File: src/rtl/dma_arb_pkg.sv
package dma_arb_pkg;

  localparam int ArbChan = 4;
  localparam int ArbIdxW = $clog2(ArbChan);

  typedef enum logic [1:0] {
    MODE_ASCEND  = 2'b00,
    MODE_SPLIT_A = 2'b01,
    MODE_SPLIT_B = 2'b10,
    MODE_ROTATE  = 2'b11
  } prio_mode_e;

  typedef struct packed {
    logic loadGrant;
    logic clearGrant;
    logic advancePtr;
  } arb_strobe_t;

  // Channel that occupies a given rank (0 = highest) in a fixed order.
  function automatic logic [ArbIdxW-1:0] fixedSlot(input logic [1:0] mode,
                                                   input logic [ArbIdxW-1:0] rank);
    logic [ArbIdxW-1:0] chan;
    chan = rank;
    case (mode)
      MODE_SPLIT_A: begin
        case (rank)
          2'd0:    chan = 2'd0;
          2'd1:    chan = 2'd2;
          2'd2:    chan = 2'd3;
          default: chan = 2'd1;
        endcase
      end
      MODE_SPLIT_B: begin
        case (rank)
          2'd0:    chan = 2'd2;
          2'd1:    chan = 2'd0;
          2'd2:    chan = 2'd1;
          default: chan = 2'd3;
        endcase
      end
      default: chan = rank;
    endcase
    return chan;
  endfunction

endpackage

File: src/rtl/dma_arb_ctrl.sv
module dma_arb_ctrl
  import dma_arb_pkg::*;
(
  input  logic        clk,
  input  logic        rstN,
  input  logic        suspend,
  input  logic        xferDone,
  input  logic        anyElig,
  output arb_strobe_t strobe
);

  typedef enum logic {ARB_IDLE, ARB_HELD} arb_state_e;

  arb_state_e state;
  arb_state_e stateNext;

  always_comb begin
    strobe     = '0;
    stateNext  = state;
    case (state)
      ARB_IDLE: begin
        if (!suspend && anyElig) begin
          strobe.loadGrant = 1'b1;
          stateNext        = ARB_HELD;
        end
      end
      ARB_HELD: begin
        if (suspend) begin
          strobe.clearGrant = 1'b1;
          stateNext         = ARB_IDLE;
        end else if (xferDone) begin
          strobe.clearGrant = 1'b1;
          strobe.advancePtr = 1'b1;
          stateNext         = ARB_IDLE;
        end
      end
      default: stateNext = ARB_IDLE;
    endcase
  end

  always_ff @(posedge clk or negedge rstN) begin
    if (!rstN) state <= ARB_IDLE;
    else       state <= stateNext;
  end

  // a completion accepted while held returns the controller to idle
  p_done_releases_r8: assert property (@(posedge clk) disable iff (!rstN)
    (state == ARB_HELD && xferDone && !suspend) |=> (state == ARB_IDLE));

  // suspend never leaves the controller holding a grant
  p_suspend_idles_r9: assert property (@(posedge clk) disable iff (!rstN)
    suspend |=> (state == ARB_IDLE));

endmodule

File: src/rtl/dma_arb_datapath.sv
module dma_arb_datapath
  import dma_arb_pkg::*;
#(
  parameter  int NumChan = ArbChan,
  localparam int IdxW    = $clog2(NumChan)
) (
  input  logic               clk,
  input  logic               rstN,
  input  logic [NumChan-1:0] reqVec,
  input  logic [NumChan-1:0] chanEn,
  input  logic               masterEn,
  input  logic [1:0]         prioMode,
  input  arb_strobe_t        strobe,
  output logic               anyElig,
  output logic [NumChan-1:0] grantOneHot,
  output logic [IdxW-1:0]    grantIdx,
  output logic               grantValid
);

  logic [NumChan-1:0] eligVec;
  logic [IdxW-1:0]    rrPtr;
  logic [IdxW-1:0]    rankChan [NumChan];
  logic [NumChan-1:0] rankHit;
  logic [IdxW-1:0]    winIdx;

  assign eligVec = reqVec & chanEn & {NumChan{masterEn}};
  assign anyElig = |eligVec;

  // One slot per rank: which channel sits there and whether it is eligible.
  for (genvar r = 0; r < NumChan; r++) begin : g_rank
    always_comb begin
      if (prioMode == MODE_ROTATE) rankChan[r] = rrPtr + IdxW'(r);
      else                         rankChan[r] = fixedSlot(prioMode, IdxW'(r));
      rankHit[r] = eligVec[rankChan[r]];
    end
  end

  // Highest-ranked hit wins.
  always_comb begin
    winIdx = '0;
    for (int r = NumChan - 1; r >= 0; r--) begin
      if (rankHit[r]) winIdx = rankChan[r];
    end
  end

  always_ff @(posedge clk or negedge rstN) begin
    if (!rstN) begin
      grantValid <= 1'b0;
      grantIdx   <= '0;
    end else if (strobe.loadGrant) begin
      grantValid <= 1'b1;
      grantIdx   <= winIdx;
    end else if (strobe.clearGrant) begin
      grantValid <= 1'b0;
      grantIdx   <= '0;
    end
  end

  always_ff @(posedge clk or negedge rstN) begin
    if (!rstN)                  rrPtr <= '0;
    else if (strobe.advancePtr) rrPtr <= IdxW'(grantIdx + 1'b1);
  end

  assign grantOneHot = grantValid ? (NumChan'(1) << grantIdx) : '0;

  // a newly issued grant names a channel that was eligible one cycle earlier
  p_grant_was_eligible_r2: assert property (@(posedge clk) disable iff (!rstN)
    $rose(grantValid) |-> ((($past(eligVec) >> grantIdx) & NumChan'(1)) != '0));

  // the rotation pointer moves only on an accepted completion
  p_ptr_moves_on_done_r6: assert property (@(posedge clk) disable iff (!rstN)
    (!grantValid) |=> $stable(rrPtr));

endmodule

File: src/rtl/dma_prio_arbiter.sv
module dma_prio_arbiter
  import dma_arb_pkg::*;
(
  input  logic       clk,
  input  logic       rstN,
  input  logic [3:0] reqVec,
  input  logic [3:0] chanEn,
  input  logic       masterEn,
  input  logic       suspend,
  input  logic [1:0] prioMode,
  input  logic       xferDone,
  output logic [3:0] grantOneHot,
  output logic [1:0] grantIdx,
  output logic       grantValid
);

  arb_strobe_t strobe;
  logic        anyElig;

  dma_arb_ctrl u_ctrl (
    .clk      (clk),
    .rstN     (rstN),
    .suspend  (suspend),
    .xferDone (xferDone),
    .anyElig  (anyElig),
    .strobe   (strobe)
  );

  dma_arb_datapath #(.NumChan(ArbChan)) u_dp (
    .clk         (clk),
    .rstN        (rstN),
    .reqVec      (reqVec),
    .chanEn      (chanEn),
    .masterEn    (masterEn),
    .prioMode    (prioMode),
    .strobe      (strobe),
    .anyElig     (anyElig),
    .grantOneHot (grantOneHot),
    .grantIdx    (grantIdx),
    .grantValid  (grantValid)
  );

  // a held grant stays put until released
  p_grant_holds_r7: assert property (@(posedge clk) disable iff (!rstN)
    (grantValid && !xferDone && !suspend) |=> (grantValid && $stable(grantIdx)));

  // suspend withdraws the grant at the edge that samples it
  p_suspend_drops_r9: assert property (@(posedge clk) disable iff (!rstN)
    suspend |=> !grantValid);

  // nothing eligible and nothing held means nothing granted
  p_no_elig_no_grant_r10: assert property (@(posedge clk) disable iff (!rstN)
    (!grantValid && ((reqVec & chanEn & {4{masterEn}}) == 4'b0000)) |=> !grantValid);

  // output encodings agree
  p_onehot_match_r11: assert property (@(posedge clk) disable iff (!rstN)
    grantValid |-> ($onehot(grantOneHot) && grantOneHot[grantIdx]));
  p_idle_zero_r11: assert property (@(posedge clk) disable iff (!rstN)
    !grantValid |-> (grantOneHot == 4'b0000 && grantIdx == 2'd0));

endmodule

File: config.mk
export PLATFORM = sky130hd
export DESIGN_NAME = dma_prio_arbiter
export DESIGN_NICKNAME = d
export VERILOG_FILES = /design/src/rtl/dma_arb_pkg.sv /design/src/rtl/dma_arb_ctrl.sv /design/src/rtl/dma_arb_datapath.sv /design/src/rtl/dma_prio_arbiter.sv
export SDC_FILE = /design/constraint.sdc
export NUM_CORES = 1
export LEC_CHECK = 0
export BUFFER_PORTS_ARGS = -buffer_cell sky130_fd_sc_hd__buf_2
export CAP_MARGIN = 10
export CORE_MARGIN = 1
export CORE_UTILIZATION = 56
export CTS_CLUSTER_SIZE = 10
export DETAILED_ROUTE_END_ITERATION = 8
export GPL_TIMING_DRIVEN = 1
export PLACE_DENSITY_LB_ADDON = 0.15
export REMOVE_ABC_BUFFERS = 1
export SKIP_CTS_REPAIR_TIMING = 1
export SLEW_MARGIN = 5
export SYNTH_ARGS = -nofsm -noshare
export SYNTH_HDL_FRONTEND = slang
export SYNTH_HIERARCHICAL = 1
export SYNTH_SLANG_ARGS = --single-unit
File: constraint.sdc
create_clock -name clk -period 4.8 [get_ports clk]
set_input_delay 0.72 -clock clk [delete_from_list [all_inputs] [get_ports clk]]
set_output_delay 0.72 -clock clk [all_outputs]
set_load 0.02 [all_outputs]
Word level (Yosys, flattened, before mapping)
Index checks and enable logic that the tools add are counted.
Cells by class
  equality and inequality tests: 3
  shift operators: 1
  $add $sub $neg: 4
  mux-type cells: 34
  $lt $le $gt $ge: 4
  reductions and logical operators: 4
  bitwise gates (word level): 3
Operator list (number)
  $mux 2: 14
  $lt 2x3->1 const B: 4
  $mux 1: 12
  $and 4x4->4: 2
  $bmux 1 s2: 4
  $pmux 2 s2: 2
  $add 2x1->2 const B: 2
  $add 2x2->2 const B: 2
  $eq 2x2->1 const B: 2
  $mux 4: 1
  $reduce_or 4->1: 1
  $shl 1x2->4 const A: 1
  $eq 2x1->1 const B: 1
  $pmux 1 s2: 1
  $reduce_bool 2->1: 1
  $logic_and 1x1->1: 1
  $logic_not 1->1: 1
  $not 1->1: 1
Word-level totals
  logic and storage cells: 57
  input port bits: 15
  register bits after elaboration: 6

Logic depth before layout (Yosys ltp)
Gate-level depths: netlist of run 1.
  depth in word-level cells: 10
  gate-level depth with buffers: 7
  depth with buffers taken out: 7

By module
The synthesis of run 1 kept the hierarchy.
Modules (own cells, without submodules)
  dma_arb_datapath: instances 1, cells each 93, area each 828.3 um^2, seq. area each 125.1 um^2
  dma_arb_ctrl: instances 1, cells each 7, area each 58.8 um^2, seq. area each 25.0 um^2

Worst setup path before layout of run 1
OpenSTA, ideal clock, no wires.
  kind: input -> register
  start point: input port prioMode[0]
  end point: register u_dp.grantIdx[1]
  setup time: 76 ps
  arrival: 2012 ps
  stages: 7
  slack: 2711 ps
  path buffers: 1
  path through: ha_1 buf_6 mux2i_4 mux4_2 inv_1 a21oi_1 o21ai_1
Between the ends
  word-level cells in the longest chain between the ends: 10
RTL lines
  from (decl): line dma_prio_arbiter.sv:10  | input logic [1:0] prioMode,
  $eq 2x1->1: line dma_arb_pkg.sv:24  | case (mode)
  $mux 2
  $mux 2: line dma_arb_datapath.sv:32  | if (prioMode == MODE_ROTATE) rankChan[r] = rrPtr + IdxW'(r);
  $bmux 1 s2: line dma_arb_datapath.sv:34  | rankHit[r] = eligVec[rankChan[r]];
  $mux 1 (implied by the code): line dma_arb_datapath.sv:34
  $mux 2 (3 in series): line dma_arb_datapath.sv:42  | if (rankHit[r]) winIdx = rankChan[r];
  $mux 2 (*): line dma_arb_datapath.sv:42
  $mux 2 (*): line dma_arb_datapath.sv:50  | end else if (strobe.loadGrant) begin
  to (signal assigned): line dma_arb_datapath.sv:52  | grantIdx <= winIdx;
  to (decl): line dma_arb_datapath.sv:16  | output logic [IdxW-1:0] grantIdx,
Mark *: on every way between the ends. The rest lies on a longest branch, timed or not. The select of a mux whose other input is x is not followed.
A chain may end at the register's enable or synchronous reset.

Worst setup path in the final report of run 1
  start point: input port prioMode[0]
  end point: register u_dp.grantIdx[0]
Same word-level chain as after synthesis.

==> run metrics, run 1 <==
Synth Area per Inst roughly 8.9 µm²; routed len/inst 13.2 µm; PwrDens 270 nW/µm²; Via density ~6; Yosys reg bits 6; Worst Setup Slack, final ~2.5 ns; H-tree depth 1; distinct cell type count after synthesis 36; DP Worst Slack between 2 and 2.5 ns; router iterations before antenna repair 5; CP Launch Type primary input; asr flop ratio synth 1.00; number of fillers in the final layout between 100 and 150; routed wire length around 1.8 mm; synthesized instance count 100; top cells by area, synth dfrtp_1 17%, ha_1 14%, mux2i_1 9.0%; Tcrit/Tclk final 0.489; Crit. End Element flip-flop; HP Class primary input to async pin; initial antenna violation count 0; Ports 22; WP data required between 4 and 5 ns; Initial Utilization 0.596; sequential share of the synthesized area 0.169; Worst Max-Slew Pin Slew 0.596 ns; Setup violations, final 0; clk_skew slightly above 0.007 ns; Antenna Nets Post-Route 0; die footprint 1750 µm²; # diodes 0; Bufs on Longest Clock Path 2; vias in the first global route slightly above 700; number of synthesis warnings 6; Min Clock Period, post-route around 2.3 ns; row cnt 14; maximum vdd drop 144 µV; clock insertion delay at the later pin of the skew report 0.25 ns; WS Path Type primary input to flip-flop; Post-Layout Cell Count 137; first-pass GRT wire length ~3.1 mm; clock root buffer clkbuf_4; Synth Flop Type dfrtp_1; die height 41.8 µm; gpl congestion roughly 0.90; endpoints failing hold 0; I/O Buffers 21; WP data arrival 2.47 ns; CTS tree built; status finished clean; commonest non-fill, non-tap cell in the layout buf_2; Synth top area share 0.169; Leakage roughly 0.51 nW; share of cells above drive strength 1 0.248; Clk pin slew, worst setup/hold paths around 0.050 ns; hpwl dp between 1 and 1.5 mm; gr usage total 0.230; Placed Cells incl. Taps 134; fmax 426 MHz; Final TNS setup 0 ns; critical path fanouts, max 12; Residual DRC 0; Clock Sink Count 6; largest net degree at the start of global routing 13; Max Transition Viols Final 0; grt ovf 0; die width 41.8 µm; Via Count about 820; most frequent cells in the layout 21 x buf_2, 10 x ha_1, 9 x inv_1; Post-Syn Area ~890 µm²; area grow syn2layout 12.8%; RSZ-0062 raised after global routing false; Slew HR 0.602; top cell type by total area after synthesis dfrtp_1; Post-synth EDFFs 0; core area 1490 µm²; Starting DRT DRC Count 29; cts bufs inserted 3; Final #Nets 148; Max Cap Viol 0
[synth_stat cells, types with 3 or more instances]
cell type	instances
ha_1	10
nand3_1	6
buf_6	3
nor2_1	6
dfrtp_1	6
a21oi_1	3
a211oi_1	3
nor3_1	3
inv_1	9
and2_1	4
nand2_1	3
mux2i_1	8
nor2b_1	4
[report_power, final]
| group | switching (mW) | internal, mW |
|---|---|---|
| combinational | 0.0725 | 0.0615 |
| sequential | 0.0275 | 0.0627 |
| clock | 0.0183 | 0.0283 |
[area by class of cell]
cell class / count / area, µm² / area share
flip-flops and latches: 6 / 150 / 0.150
repair buffers: 21 / 105 / 0.105
multi-input cells: 82 / 669 / 0.669
well taps: 16 / 20.0 / 0.0200
inverters: 9 / 33.8 / 0.0338
clock buffers: 3 / 22.5 / 0.0225
[path summary, 6_finish.rpt]
kind,start,endpoint,slack [ns],cells past startpoint
max,prioMode[0],u_dp/grantIdx[0],2.45,7
min,rstN,u_dp/rrPtr[1],0.29,1
max reg2reg,u_dp/rrPtr[1],u_dp/grantIdx[1],3.00,5
min reg2reg,u_ctrl/state,u_ctrl/state,0.53,1
max in group asynchronous,rstN,u_ctrl/state,4.37,1
min in group clk,u_ctrl/state,u_ctrl/state,0.53,1
[cell families after synthesis]
group	after synthesis	synth area share
simple gates	32	0.192
compound gates	26	0.214
buf+inv	12	0.0762
mux	12	0.179
fa+ha+maj	10	0.141
flops	6	0.169
xor+xnor	2	0.0282
[worst max-delay path: stages]
cell      delay, ns
buf_2          0.13
ha_1           0.50
mux2i_4        0.41
mux2i_1        0.21
mux2i_1        0.12
a211oi_1       0.23
o21ai_1        0.12
[per-layer routing]
metal | vias up | track usage | share of wire
li1 | 408 | - | -
met1 | 381 | 0.297 | 0.44
met2 | 28 | 0.397 | 0.49
met3 | 4 | 0.0130 | 0.045
met4 | 0 | 0.0968 | 0.017
met5 | - | 0 | 0
[sequential cells by signal, summed over array words and instances, names as in the netlist]
register	cells
u_dp/rrPtr	2
u_dp/grantIdx	2
u_dp/grantValid	1
u_ctrl/state	1
[through the flow]
stage,power [mW],cell area (µm²),util,hold WS (ns)
floorplan,0.185,853,-,0.424
global placement,0.220,978,0.657,0.529
detailed placement,0.224,978,0.657,0.522
CTS,0.272,1000,0.672,0.288
global route,0.291,1000,0.672,0.298
finish,0.271,1000,0.672,0.286
Power figures use the tool's default switching activity.
==> run 2: changes to the inputs <==
- CORE_UTILIZATION: 56 -> 47
- clock period: 4.8 -> 2 ns (I/O delays scaled with it)
==> run 2 against run 1 <==
  * Count of clock-buffer cells in the layout unchanged
  * Wire length up 8.7%
  * Via count up 2.8%
  * Die area up 18%
  * Register-to-register slack worse by 2.8 ns
  * Global-route usage down 0.96 points
  * Final cell count up 16%
  * Worst hold slack worse by 0.046 ns
  * Clock skew down 0.0044 ns
  * Largest cell class unchanged
  * Highest routed layer unchanged
==> run metrics, run 2 (synthesis results as in run 1) <==
status finished clean; critical path fanouts, max 8 (-4); Starting DRT DRC Count 7 (-76%); Crit. End Element flip-flop; WP data arrival 2.01 ns (-0.46 ns); Clk pin slew, worst setup/hold paths 0.05 ns (about the same); Clock Sink Count 6 (unchanged); clock insertion delay at the later pin of the skew report 0.25 ns (about the same); row cnt 15 (+1); Post-Layout Cell Count 159 (+16%); RSZ-0062 raised after global routing false; H-tree depth 1 (unchanged); WP data required 2.18 ns (-2.74 ns); Max Cap Viol 0 (unchanged); hpwl dp 1.63 mm (+12%); Setup violations, final 0 (unchanged); Final Util 0.637 (-0.0350); Initial Utilization 0.508 (-0.0876); initial antenna violation count 0 (unchanged); I/O Buffers 21 (unchanged); die footprint 2070 µm² (+18%); Max Transition Viols Final 0 (unchanged); vias in the first global route 787 (+8.6%); first-pass GRT wire length 3.22 mm (+3.8%); router iterations before antenna repair 4 (-1); die height 45.4 µm (+8.7%); Min Clock Period, post-route 1.83 ns; die width 45.4 µm (+8.7%); routed wire length 1.97 mm (+8.7%); hold path depth 2; routed len/inst 12.4 µm (-6.3%); Final TNS setup 0 ns (unchanged); Worst Max-Slew Pin Slew 0.497 ns (-0.0990 ns); HP Class primary input to flip-flop; Worst Setup Slack, final 0.168 ns (-2.29 ns); share of cells above drive strength 1 0.313 (+0.0655); worst reg2reg path depth 5 (unchanged); fmax 546 MHz; maximum vdd drop 403 µV (+180%); clk_skew 0.00266 ns (-0.00444 ns); grt ovf 0 (unchanged); Final #Nets 161 (+8.8%); number of fillers in the final layout 163 (+30%); area grow syn2layout 25.4%; hold slack 0.239 ns (-0.0462 ns); PwrDens 615 nW/µm² (+130%); Via Count 844 (+2.8%); largest net degree at the start of global routing 9 (-4); Slew HR 0.660 (+0.0583); Via density 5.31 (-11%); commonest non-fill, non-tap cell in the layout buf_2; Residual DRC 0 (unchanged); Antenna Nets Post-Route 0 (unchanged); Tot Pwr 0.685 mW (+150%); Bufs on Longest Clock Path 2 (unchanged); gr usage total 0.221 (-0.00955); Leakage 0.570 nW (+12%); cts bufs inserted 3 (unchanged); endpoints failing hold 0 (unchanged); CTS tree built; CP Launch Type primary input; WS Path Type primary input to flip-flop; Tcrit/Tclk final 0.916; gpl congestion 0.845 (-6.5%); most frequent cells in the layout 21 x buf_2, 12 x buf_4, 10 x ha_1; placed cell area 1080 µm² (+10%); biggest regs u_dp/grantIdx: 2 flops, u_dp/rrPtr: 2 flops; clock root buffer clkbuf_4; DP Worst Slack -0.0483 ns (-2.24 ns); Placed Cells incl. Taps 155 (+16%); core area 1750 µm² (+17%); Layout Cell Area excl Fill 1110 µm² (+11%); Ports 22 (unchanged); # diodes 0 (unchanged)
==> run 2: changes by cell type in the layout (fill, tap and decap cells not counted), sizes merged <==
cell / previous run / this run
buf: 21 / 33
dlygate4sd3: 0 / 1
==> run 2: critical path: stages <==
cell,delay (ns)
buf_2,0.11
ha_1,0.34
buf_4,0.22
nor2b_1,0.15
a2111oi_0,0.48
o21bai_1,0.14
o211a_1,0.14
o21ai_1,0.13
==> run 2: power breakdown <==
part | internal [mW] | switching, mW | leakage, nW
sequential | 0.150 | 0.0651 | 0.0741
combinational | 0.171 | 0.180 | 0.482
clock | 0.0683 | 0.0505 | 0.0138
==> run 2: worst paths after layout <==
kind / to / slack [ns] / startpoint
max: u_dp/grantIdx[1] / 0.17 / prioMode[0]
min: u_ctrl/state / 0.24 / suspend
max reg2reg: u_dp/grantIdx[1] / 0.23 / u_dp/rrPtr[1]
min reg2reg: u_ctrl/state / 0.53 / u_ctrl/state
max in group asynchronous: u_ctrl/state / 1.46 / rstN
min in group asynchronous: u_dp/rrPtr[0] / 0.39 / rstN
==> run 2: layout make-up <==
class	count	area [µm²]	share of cell area
sequential	6	150	0.135
timing repair buffer	34	205	0.184
inverter	9	33.8	0.0304
multi-input combinational	82	669	0.602
tap	25	31.3	0.0281
clock buffer	3	22.5	0.0202
==> run 2: layer usage <==
| layer | GRT usage | vias to the layer above | share of wire |
|---|---|---|---|
| met1 | 0.231 | 393 | 0.42 |
| met2 | 0.386 | 13 | 0.53 |
| met5 | 0 | - | 0 |
| met3 | 0.0159 | 4 | 0.023 |
| met4 | 0.206 | 0 | 0.028 |
| li1 | - | 434 | - |
==> run 3: changes to the inputs <==
- REMOVE_ABC_BUFFERS: 1 -> not set
==> run 3 against run 2 <==
  * Sequential cell count unchanged
  * Largest power group unchanged
  * Setup slack gained 0.055 ns
  * Combinational power is essentially flat
  * First-iteration DRC count increased to 3.4 times the previous value
  * Critical path depth fell by 1
  * Wire length decreased by 0.51%
  * Die area stayed put
  * Non-clock buffer count unchanged
  * Sequential share of layout area is the same
  * Final cell count unchanged
  * Worst hold slack improved by 0.021 ns
==> run metrics, run 3 (synthesis results as in run 1) <==
Final Util 0.637 (unchanged); routed wire length 1.96 mm (-0.51%); Comb power frac 0.522 (+0.010); Slew HR 0.668 (+0.00837); initial antenna violation count 0 (unchanged); H-tree depth 1 (unchanged); commonest non-fill, non-tap cell in the layout buf_2; PwrDens 606 nW/µm² (-1.5%); number of fillers in the final layout 162 (-0.61%); r2r setup slk 0.24 ns (about the same); Starting DRT DRC Count 24 (+17); met1 usage 0.260 (+0.0292); Max Transition Viols Final 0 (unchanged); biggest regs u_dp/grantIdx: 2 flops, u_dp/rrPtr: 2 flops; synthesized net count about 130; HP Class primary input to flip-flop; WP data arrival 1.94 ns (-0.07 ns); Crit. End Element flip-flop; endpoints failing hold 0 (unchanged); Max Cap Viol 0 (unchanged); gpl congestion 0.820 (-2.9%); most frequent cells in the layout 21 x buf_2, 12 x buf_4, 10 x ha_1; GR Util met2 0.346 (-0.0400); Bufs on Longest Clock Path 2 (unchanged); Sequential Power Share 0.319 (+0.004); gr usage total 0.209 (-0.0124); Via density 5.33 (+0.36%); routed len/inst 12.3 µm (-0.51%); core area 1750 µm² (unchanged); power share of the clock group 0.159 (-0.015); CP Launch Type primary input; status finished clean; WS Path Type primary input to flip-flop; clock root buffer clkbuf_4; clk_skew 0.000577 ns (-0.00208 ns); Antenna Nets Post-Route 0 (unchanged); CTS tree built; worst reg2reg path depth 5 (unchanged); Initial Utilization 0.508 (unchanged); first-pass GRT wire length 3.13 mm (-2.8%); Setup violations, final 0 (unchanged); P_sw 0.287 mW (-2.9%); Worst Max-Slew Pin Slew 0.485 ns (-0.0122 ns); grt ovf 0 (unchanged); RSZ-0062 raised after global routing false; die footprint 2070 µm² (unchanged); Sw Share 0.425 (-0.00612); R2R Path End u_dp/grantIdx[1]; router iterations before antenna repair 4 (unchanged); Via Count 847 (+0.36%); GR Layer Usage met3 0.0238 (+0.00794); Tcrit/Tclk final 0.889 (-0.0274); hold path depth 2 (unchanged); share of cells above drive strength 1 0.313 (unchanged); maximum vdd drop 363 µV (-10%); reg-to-reg startpoint u_dp/rrPtr[1]; Internal 0.388 mW (-0.41%); cts bufs inserted 3 (unchanged); die height 45.4 µm (unchanged); Final #Nets 161 (unchanged); I/O Buffers 21 (unchanged); row cnt 15 (unchanged); end point of the critical path u_dp/grantIdx[1]; Clk pin slew, worst setup/hold paths 0.04 ns (about the same); vias in the first global route 760 (-3.4%); clock insertion delay at the later pin of the skew report 0.24 ns (about the same); largest net degree at the start of global routing 11 (+2); critical path fanouts, max 10 (+2); CP startpoint prioMode[0]; Residual DRC 0 (unchanged); Clock Sink Count 6 (unchanged); grt peak-use layer met2; Min Clock Period, post-route 1.78 ns (-0.0547 ns); WP data required 2.16 ns (-0.02 ns); area grow syn2layout 25.4% (unchanged); Final TNS setup 0 ns (unchanged); # diodes 0 (unchanged); Ports 22 (unchanged); hold path startpoint xferDone; hpwl dp 1.60 mm (-1.4%); Tot Pwr 0.674 mW (-1.5%); fmax 563 MHz (+3.1%); Leakage 0.570 nW (unchanged); die width 45.4 µm (unchanged)
run 3: worst min-delay path by stage:
stage | endpoint | slack (ns)
after floorplan | u_ctrl/state | 0.004
after global placement | u_dp/rrPtr[1] | 0.13
after detailed placement | u_dp/rrPtr[0] | 0.13
after CTS | u_dp/rrPtr[0] | -0.13
after global routing | u_ctrl/state | 0.27
final | u_ctrl/state | 0.26
run 3: through the flow:
stage / hold WS [ns] / std cells / cell area [µm²] / setup slack, ns
2_1_floorplan: 0.00441 / 100 / 887 / 0.331
3_3_place_gp: 0.128 / 155 / 1080 / 0.0318
3_5_place_dp: 0.130 / 155 / 1080 / -0.00764
4_1_cts: -0.131 / 158 / 1100 / 0.240
5_1_grt: 0.271 / 159 / 1110 / 0.0889
6_report: 0.260 / 159 / 1110 / 0.222
run 3: power groups by stage:
stage | sequential (mW) | clock (mW) | combinational (mW)
2_1_floorplan | 0.189 | 0 | 0.293
3_3_place_gp | 0.215 | 0 | 0.345
3_5_place_dp | 0.218 | 0 | 0.350
4_1_cts | 0.217 | 0.114 | 0.351
5_1_grt | 0.223 | 0.119 | 0.389
6_report | 0.215 | 0.107 | 0.352
run 3: layout make-up:
type | instances | area [µm²] | area share
timing repair buffer | 34 | 205 | 0.184
sequential | 6 | 150 | 0.135
inverter | 9 | 33.8 | 0.0304
clock buffer | 3 | 22.5 | 0.0202
tap | 25 | 31.3 | 0.0281
multi-input combinational | 82 | 669 | 0.602
run 3: worst max-delay path, cell delays in order:
cell and delay (ns):
buf_2 0.10, ha_1 0.45, mux2i_4 0.35, mux4_2 0.52
inv_1 0.06, a21oi_1 0.06, o21ai_1 0.09
run 3: metal layers:
layer | wire length [µm] | vias to the layer above
met1 | 903 | 388
met5 | 0 | -
li1 | - | 438
met4 | 25 | 0
met2 | 990 | 19
met3 | 41 | 2
